==> src/rtl/env_pkg.sv <==
package env_pkg;
    localparam int ENV_LVL_W  = 8;
    localparam int ENV_NIB_W  = ENV_LVL_W / 2;
    localparam int ENV_RATE_W = 15;
    localparam int ENV_EXP_W  = 5;

    typedef enum logic [1:0] {
        PH_IDLE    = 2'd0,
        PH_ATTACK  = 2'd1,
        PH_DECAY   = 2'd2,
        PH_RELEASE = 2'd3
    } env_phase_e;

    typedef struct packed {
        logic gate_seen;
        logic rising;
        logic falling_ok;
        logic live;
    } env_flags_t;

    typedef struct packed {
        env_flags_t               fl;
        logic [ENV_LVL_W-1:0]     lvl;
        logic [ENV_EXP_W-1:0]     ex;
    } env_state_t;
endpackage

==> src/rtl/env_rate_sel.sv <==
module env_rate_sel
    import env_pkg::*;
(
    input  logic [ENV_NIB_W-1:0]  nib,
    output logic [ENV_RATE_W-1:0] period
);
    always_comb begin
        unique case (nib)
            4'd0:    period = ENV_RATE_W'(9);
            4'd1:    period = ENV_RATE_W'(32);
            4'd2:    period = ENV_RATE_W'(63);
            4'd3:    period = ENV_RATE_W'(95);
            4'd4:    period = ENV_RATE_W'(149);
            4'd5:    period = ENV_RATE_W'(220);
            4'd6:    period = ENV_RATE_W'(267);
            4'd7:    period = ENV_RATE_W'(313);
            4'd8:    period = ENV_RATE_W'(392);
            4'd9:    period = ENV_RATE_W'(977);
            4'd10:   period = ENV_RATE_W'(1954);
            4'd11:   period = ENV_RATE_W'(3126);
            4'd12:   period = ENV_RATE_W'(3907);
            4'd13:   period = ENV_RATE_W'(11720);
            4'd14:   period = ENV_RATE_W'(19532);
            default: period = ENV_RATE_W'(31251);
        endcase
    end
endmodule

==> src/rtl/env_slope_sel.sv <==
module env_slope_sel
    import env_pkg::*;
(
    input  logic [ENV_LVL_W-1:0] lvl,
    output logic [ENV_EXP_W-1:0] div_n
);
    localparam int EDGE_A = 6;
    localparam int EDGE_B = 14;
    localparam int EDGE_C = 26;
    localparam int EDGE_D = 54;
    localparam int EDGE_E = 93;

    always_comb begin
        if (lvl == '0)                         div_n = ENV_EXP_W'(1);
        else if (lvl <= ENV_LVL_W'(EDGE_A))    div_n = ENV_EXP_W'(30);
        else if (lvl <= ENV_LVL_W'(EDGE_B))    div_n = ENV_EXP_W'(16);
        else if (lvl <= ENV_LVL_W'(EDGE_C))    div_n = ENV_EXP_W'(8);
        else if (lvl <= ENV_LVL_W'(EDGE_D))    div_n = ENV_EXP_W'(4);
        else if (lvl <= ENV_LVL_W'(EDGE_E))    div_n = ENV_EXP_W'(2);
        else                                   div_n = ENV_EXP_W'(1);
    end
endmodule

==> src/rtl/env_rate_timer.sv <==
module env_rate_timer
    import env_pkg::*;
(
    input  logic                  clk,
    input  logic                  rst,
    input  logic                  ce,
    input  logic [ENV_RATE_W-1:0] period,
    output logic                  tick
);
    logic [ENV_RATE_W-1:0] cnt_d, cnt_q;
    logic [ENV_RATE_W-1:0] cnt_inc;

    always_comb begin
        cnt_inc = cnt_q + 1'b1;
        tick    = ce && (cnt_inc == period);
        cnt_d   = cnt_q;
        if (ce) begin
            cnt_d = tick ? '0 : cnt_inc;
        end
    end

    always_ff @(posedge clk) begin
        if (rst) cnt_q <= '0;
        else     cnt_q <= cnt_d;
    end
endmodule

==> src/rtl/env_shaper.sv <==
module env_shaper
    import env_pkg::*;
(
    input  logic                 clk,
    input  logic                 rst,
    input  logic                 ce,
    input  logic                 gate,
    input  logic [ENV_LVL_W-1:0] atk_dec,
    input  logic [ENV_LVL_W-1:0] sus_rel,
    output logic [ENV_LVL_W-1:0] env_level,
    output logic [1:0]           phase
);
    env_state_t              st_d, st_q;
    env_flags_t              fl_e;
    logic [ENV_NIB_W-1:0]    rate_nib;
    logic [ENV_RATE_W-1:0]   rate_per;
    logic                    tick;
    logic [ENV_EXP_W-1:0]    div_n;
    logic [ENV_LVL_W-1:0]    floor_lvl;
    env_phase_e              ph;

    // gate edge handling and rate selection
    always_comb begin
        fl_e = st_q.fl;
        if (ce && (gate != st_q.fl.gate_seen)) begin
            if (st_q.fl.gate_seen) begin
                fl_e.gate_seen  = 1'b0;
                fl_e.rising     = 1'b0;
                fl_e.falling_ok = 1'b0;
            end else begin
                fl_e = '{gate_seen: 1'b1, rising: 1'b1, falling_ok: 1'b1, live: 1'b1};
            end
        end
        if (fl_e.rising)          rate_nib = atk_dec[ENV_LVL_W-1:ENV_NIB_W];
        else if (fl_e.falling_ok) rate_nib = atk_dec[ENV_NIB_W-1:0];
        else                      rate_nib = sus_rel[ENV_NIB_W-1:0];
    end

    env_rate_sel u_rate_sel (
        .nib    (rate_nib),
        .period (rate_per)
    );

    env_rate_timer u_timer (
        .clk    (clk),
        .rst    (rst),
        .ce     (ce),
        .period (rate_per),
        .tick   (tick)
    );

    env_slope_sel u_slope (
        .lvl   (st_q.lvl),
        .div_n (div_n)
    );

    // level and divider update
    always_comb begin
        floor_lvl = {sus_rel[ENV_LVL_W-1:ENV_NIB_W], sus_rel[ENV_LVL_W-1:ENV_NIB_W]};
        st_d      = st_q;
        if (ce) begin
            st_d.fl = fl_e;
            if (tick) begin
                if (fl_e.rising || (ENV_EXP_W'(st_q.ex + 1'b1) == div_n)) begin
                    st_d.ex = '0;
                    if (fl_e.live) begin
                        if (fl_e.rising) begin
                            st_d.lvl = st_q.lvl + 1'b1;
                            if (st_d.lvl == '1) st_d.fl.rising = 1'b0;
                        end else if (!fl_e.falling_ok || (st_q.lvl != floor_lvl)) begin
                            st_d.lvl = st_q.lvl - 1'b1;
                            if (st_d.lvl == '0) st_d.fl.live = 1'b0;
                        end
                    end
                end else begin
                    st_d.ex = st_q.ex + 1'b1;
                end
            end
        end
    end

    always_ff @(posedge clk) begin
        if (rst) st_q <= '0;
        else     st_q <= st_d;
    end

    always_comb begin
        if (st_q.fl.rising)          ph = PH_ATTACK;
        else if (st_q.fl.falling_ok) ph = PH_DECAY;
        else if (st_q.fl.live)       ph = PH_RELEASE;
        else                         ph = PH_IDLE;
        env_level = st_q.lvl;
        phase     = ph;
    end
endmodule

==> config.mk <==
export PLATFORM = sky130hd
export DESIGN_NAME = env_shaper
export DESIGN_NICKNAME = d
export VERILOG_FILES = /design/src/rtl/env_pkg.sv /design/src/rtl/env_rate_sel.sv /design/src/rtl/env_slope_sel.sv /design/src/rtl/env_rate_timer.sv /design/src/rtl/env_shaper.sv
export SDC_FILE = /design/constraint.sdc
export NUM_CORES = 1
export LEC_CHECK = 0
export ABC_AREA = 1
export BUFFER_PORTS_ARGS = -buffer_cell sky130_fd_sc_hd__buf_2
export CAP_MARGIN = 10
export CORE_UTILIZATION = 50
export DETAILED_ROUTE_END_ITERATION = 12
export HOLD_SLACK_MARGIN = 0.12
export PLACE_DENSITY = 0.69
export SYNTH_ARGS = -nofsm -noshare
export SYNTH_HDL_FRONTEND = slang
export SYNTH_SLANG_ARGS = --single-unit
==> constraint.sdc <==
create_clock -name clk -period 3.4 [get_ports clk]
set_input_delay 0.17 -clock clk [delete_from_list [all_inputs] [get_ports clk]]
set_output_delay 0.17 -clock clk [all_outputs]
set_load 0.05 [all_outputs]
## Yosys cells after proc, flatten, opt, wreduce, memory -nomap -nowiden

Memory sizes are Yosys's and may differ from the RTL's.
Cells that the tools add are included.

- Register bits: 32
- ROM bits: 240
- Input bits: 20
- Output and inout bits: 10
- Logic and storage cells: 61
- Memories: 1

- $add $sub $neg: 4
- $lt $le $gt $ge: 5
- Equal/unequal tests: 5
- Mux-type cells: 28
- Reductions and logical operators: 11

Memory list:

| memory | depth | width | rd ports | clocked after Yosys merged registers in | write ports | line | text |
|---|---|---|---|---|---|---|---|
| (no name shown) | 16 | 15 | 1 | 0 | 0 | env_rate_sel.sv:8 | `unique case (nib)` |

Operator list:

| operator | count |
|---|---|
| two-way mux 5 bit | 6 |
| two-way mux 9 bit | 3 |
| logical NOT 8 bit | 2 |
| adder 15 x 1 -> 15 bit (second input constant) | 1 |
| equality test 15 bit | 1 |
| two-way mux 15 bit | 1 |
| two-way mux 14 bit | 1 |
| adder 8 x 1 -> 8 bit (second input constant) | 1 |
| equality test 8 bit (second input constant) | 1 |
| less-or-equal comparator 8 x 3 -> 1 bit (second input constant) | 1 |
| less-or-equal comparator 8 x 4 -> 1 bit (second input constant) | 1 |
| less-or-equal comparator 8 x 5 -> 1 bit (second input constant) | 1 |
| less-or-equal comparator 8 x 6 -> 1 bit (second input constant) | 1 |
| less-or-equal comparator 8 x 7 -> 1 bit (second input constant) | 1 |
| two-way mux 1 bit | 8 |
| two-way mux 2 bit | 4 |
| two-way mux 4 bit | 2 |
| two-way mux 8 bit | 1 |
| != test 8 bit | 1 |
| subtractor 8 x 1 -> 8 bit (second input constant) | 1 |
| two-way mux 3 bit | 2 |
| adder 5 x 1 -> 5 bit (second input constant) | 1 |
| equality test 5 bit | 1 |
| AND reduction 5 bit | 1 |
| other kinds (6) | 9 |

## Logic depth before layout (Yosys ltp)

- Word-level depth: 11
- Depth in mapped cells: 24
- Mapped depth without buffers: 24

## Cells and area by module

Synthesis repeated with hierarchy kept, for this count alone.

- Cells, all modules: 653
- Area total of the unflattened synthesis: 3,891.2 µm²

By module, submodules not included:

| module | instances | cells an instance | area each (µm²) | sequential area each (µm²) |
|---|---|---|---|---|
| env_shaper | 1 | 294 | 1,778.0 | 340.3 |
| env_rate_timer | 1 | 233 | 1,458.9 | 300.3 |
| env_rate_sel | 1 | 82 | 454.2 | 0.0 |
| env_slope_sel | 1 | 44 | 200.2 | 0.0 |

## Worst setup path before layout

OpenSTA, ideal clock, no wires.

- Path type: register to register
- Start: reg st_q[16] in the netlist's numbering
- End: reg st_q[0] in the netlist's numbering
- Library setup time: 0.114 ns
- Arrival: 2.750 ns
- Data required time: 3.286 ns
- Setup slack: 0.537 ns
- Cell stages (with the launch flop): 22
- Buffers on the path: 1
- Period minus slack after synthesis: 2.863 ns
- Cell sequence: dfxtp_1 inv_2 nand2_1 nand3_4 a21oi_4 inv_4 nand2_1 nand2_1 inv_1 ha_1 nand3b_1 nand3_1 nand2_1 nand2_1 nand2_1 nor2_1 nand2_1 nor2_8 nand2_4 buf_4 a21oi_1 nor2_1

- Cells in the longest elaborated chain, start to end: 9
- Elaborated cells on any way between the ends: 12
- Classes of those cells: eq/ne: 2; mux: 5; reduce/logical: 4; memory: 1

Ends and longest elaborated chain:

| what | line | text |
|---|---|---|
| start, declared | env_shaper.sv:13 | `env_state_t st_d, st_q;` |
| start signal, assigned | env_shaper.sv:84 | `else st_q <= st_d;` |
| != test 1 bit | env_shaper.sv:25 | `if (ce && (gate != st_q.fl.gate_seen)) begin` |
| logical AND 1 bit | env_shaper.sv:25 |  |
| two-way mux 3 bit * | env_shaper.sv:25 |  |
| two-way mux 4 bit | env_shaper.sv:35 | `else if (fl_e.falling_ok) rate_nib = atk_dec[ENV_NIB_W-1:0];` |
| two-way mux 4 bit | env_shaper.sv:34 | `if (fl_e.rising) rate_nib = atk_dec[ENV_LVL_W-1:ENV_NIB_W];` |
| memory read (16 x 15 bit) | -- |  |
| equality test 15 bit | env_rate_timer.sv:15 | `tick = ce && (cnt_inc == period);` |
| logical AND 1 bit | env_rate_timer.sv:15 |  |
| AND reduction 2 bit (no source line) | -- |  |

Every way passes the cells marked *; elsewhere a longest branch is shown, timed or not.
A chain may end at the register's enable or synchronous reset.

## Worst setup path after layout

- Start: reg st_q[16] in the netlist's numbering
- End: reg st_q[13] in the netlist's numbering

- Cells in the longest elaborated chain, start to end: 10
- Elaborated cells on any way between the ends: 18
- Classes of those cells: eq/ne: 2; mux: 10; reduce/logical: 5; memory: 1

Ends and longest elaborated chain:

| what | line | text |
|---|---|---|
| != test 1 bit | env_shaper.sv:25 |  |
| logical AND 1 bit | env_shaper.sv:25 |  |
| two-way mux 3 bit * | env_shaper.sv:25 |  |
| branches (longest 6 deep; another with memory read (16 x 15 bit)) | -- |  |
| two-way mux 14 bit * | env_shaper.sv:63 | `if (tick) begin` |

Mark *: on every way between the ends. The select of a mux whose other input is x is not followed.

==> impl_metrics.ini <==
[cts]
cts.clk_slew.worst_paths_ns = 0.07
htreeDepth = 2
cts_hold_buf = 0
cts_tree = built
cts_sinks = 32
cts_root_buf = clkbuf_8
clk_path_buf_depth = 2
cts_made_buffers = 5
clk_latency_ns = 0.29

[place]
placement.io_buffers = 29
gp_congestion = 0.958
dp_hpwl_mm = 6.84
placed_area_um2 = 3520
place_ws_ns = 0.277

[drt]
wl_per_cell_um = 13.1
detail_route.vias_per_cell = 5.35
remaining_drc_errors = 6
drtIter0Drc = 159
num_vias = 3534
routed_wl_mm = 8.68
drt_pass1_iterations = 9
ant_nets = 0

[setup_path]
worstPathMaxFanout = 21
crit_type = flop to flop
cpMostUsedCell = nand2_1
max_stage_delay_ns = 0.38
crit_arrival_ns = 3.25
crit_slowest_cell = dfxtp_1
crit_chain = inv_2, nand2_1, nand3_4, a21oi_4, inv_4, nand2_1, nand2_1, inv_1, ha_1, nand3b_1, nand3_1, nand2_1, nand2_1, nand2_1, nor2_1, nand2_1, nor2_8, nand2_4, inv_2, nand2_1, nand3_1, inv_1
cp-start-kind = flop
required_ns = 3.59
critPathCaptureType = flop

[cells_and_area]
fin_nets = 618
drive_above_1_share_pct = 13.5
area_growth_pct = 7.52
diodes = 0
fill_cells = 685
design_area_um2 = 3650

[die]
die_area_um2 = 7120
chipWidth_um = 84.4
coreArea_um2 = 6460
ios = 30
start_util_pct = 52.5
std_cell_rows = 29
die_y_um = 84.4

[grt]
antenna_found_initial = 0
top_usage_layer = met2
grt_use_total_pct = 26.1
grt_overflow_total = 0
grt_pass1_wl_mm = 15.2
grt_max_degree = 22
met3_usage_pct = 3.44
gr-usage-met1_pct = 32.0
grt.met2_usage_pct = 47.4
grt_pass1_vias = 3356

[synth]
synthAdderAreaFrac_pct = 5.53
synth_common_cells = nand2_1, inv_1, nand3_1
synth_xor_area_share_pct = 6.97
synth_top_family_by_area = simple AND/OR/NAND/NOR gates
synth_area_um2 = 3390
synth_area_leader_cell = dfxtp_1
ys.flop_type = dfxtp_1
synthArstFlopShare_pct = 0
synth-simple-area-share_pct = 47.4
seq_area_frac_synth_pct = 18.9
synth_area_leaders = dfxtp_1, nand2_1, nand3_1, inv_1, ha_1
ys_warn_count = 0
synthMuxAreaShare_pct = 0
syn_nets = 596
synth-edff-count = 0
yosysMostFrequentCell = nand2_1
syn_inst = 561
avgSynthCellArea_um2 = 6.05
synth_compound_area_share_pct = 7.60
synth.top_cell.area_share_pct = 18.9
synth_cell_types = 35
ys_ff_latch = 32

[run]
maxCapViolations = 0

[timing]
relSlewSlack_pct = 70.9
hold_viol_final = 0
setup_violations = 0
setup_slack_ns = 0.333
fin_skew_ns = 0.00707
tightest_slew_ns = 0.436
fmax_mhz = 326
setup_tns_ns = 0
finalCritPeriodShare_pct = 90.2
whs_ns = 0.269
finalCriticalPeriod_ns = 3.07
rsz0062_at_grt = no
slew_violations = 0

[run_status]
violations = design-rule violations
status = finished with violations

[power]
cellLeakagePower_uw = 0.00189
power_density_nw_per_um2 = 306
peakVddDrop_mv = 0.270

[worst_hold_path]
worst_hold_path_type = input port to flop
==> stage by stage <==
stage	std cells	total power, µW	util [%]
4_1_cts	659	1120	56.2
3_3_place_gp	651	752	54.6
5_1_grt	661	1190	56.5
6_report	661	1110	56.5
3_5_place_dp	651	755	54.6
2_1_floorplan	561	681	-
==> report_power, final <==
| group | total (µW) | leakage, µW | switching (µW) | internal (µW) |
|---|---|---|---|---|
| clock network | 361 | 0.0000552 | 144 | 217 |
| logic | 368 | 0.00158 | 249 | 119 |
| registers | 386 | 0.000259 | 5.77 | 380 |
==> kinds of logic (layout without fill, tap and decap cells) <==
family	Yosys count	count (layout)
xor+xnor	27	27
compound gates	48	48
flops	32	32
fa+ha+maj	15	15
simple gates	336	336
buf+inv	103	126
==> cells in the final DEF (no fill, tap or decap), types with 5 or more instances in the layout <==
master    Yosys  final
nand2_1     163    163
ha_1         15     15
nand3_2       6      6
nand2_2      10     10
a21oi_1      26     26
nor3_1        5      5
xor2_1       21     21
clkbuf_8      0      5
buf_2         3     29
nand3b_1      5      5
o21ai_0      13     13
buf_4        10      8
dfxtp_1      32     32
nor2_1       45     45
xnor2_1       6      6
inv_1        74     74
nand4_1      17     17
nand3_1      69     69
==> area by class of cell <==
class	count	area, µm²	share of cell area (%)
multi-input cells	426	2290	62.7
clock buffers	6	72.6	1.99
clock inverters	2	35.0	0.961
well taps	77	96.3	2.64
inverters	81	309	8.47
repair buffers	37	205	5.63
flip-flops and latches	32	641	17.6
==> registers in the layout, indices dropped and copies added (netlist names) <==
signal,flops
env_level,8
st_q,9
u_timer.cnt_q,15
==> layer usage <==
metal  vias up  wire, µm  part of all wire [%]
li1       1816         -                     -
met1      1617      3720                    43
met2        89      4460                    51
met3        12       346                   4.0
met4         0       153                   1.8
met5         -         0                     0
==> what timing repair did <==
action,in CTS,in global routing
gates resized for setup,0,0
setup buffers,0,2
setup endpoints to repair,0,3
==> final timing paths <==
kind                      from           endpoint  slack [ns]  cells past startpoint
max                   st_q[16]           st_q[13]        0.33                     22
min                        rst  u_timer.cnt_q[13]        0.27                      2
max reg2reg           st_q[16]           st_q[13]        0.33                     22
min reg2reg  u_timer.cnt_q[13]  u_timer.cnt_q[13]        0.49                      2
==> worst max-delay path: cells and delay by family (launching register included) <==
family                   cells  cell delay [ns]
flip-flops                   1             0.38
AND/OR/NAND/NOR             15             1.59
AO/OA/AOI/OAI                1             0.23
buffers and inverters        5             0.49
adder cells (fa/ha/maj)      1             0.27
No activity file was read; power rests on OpenSTA's default activity.
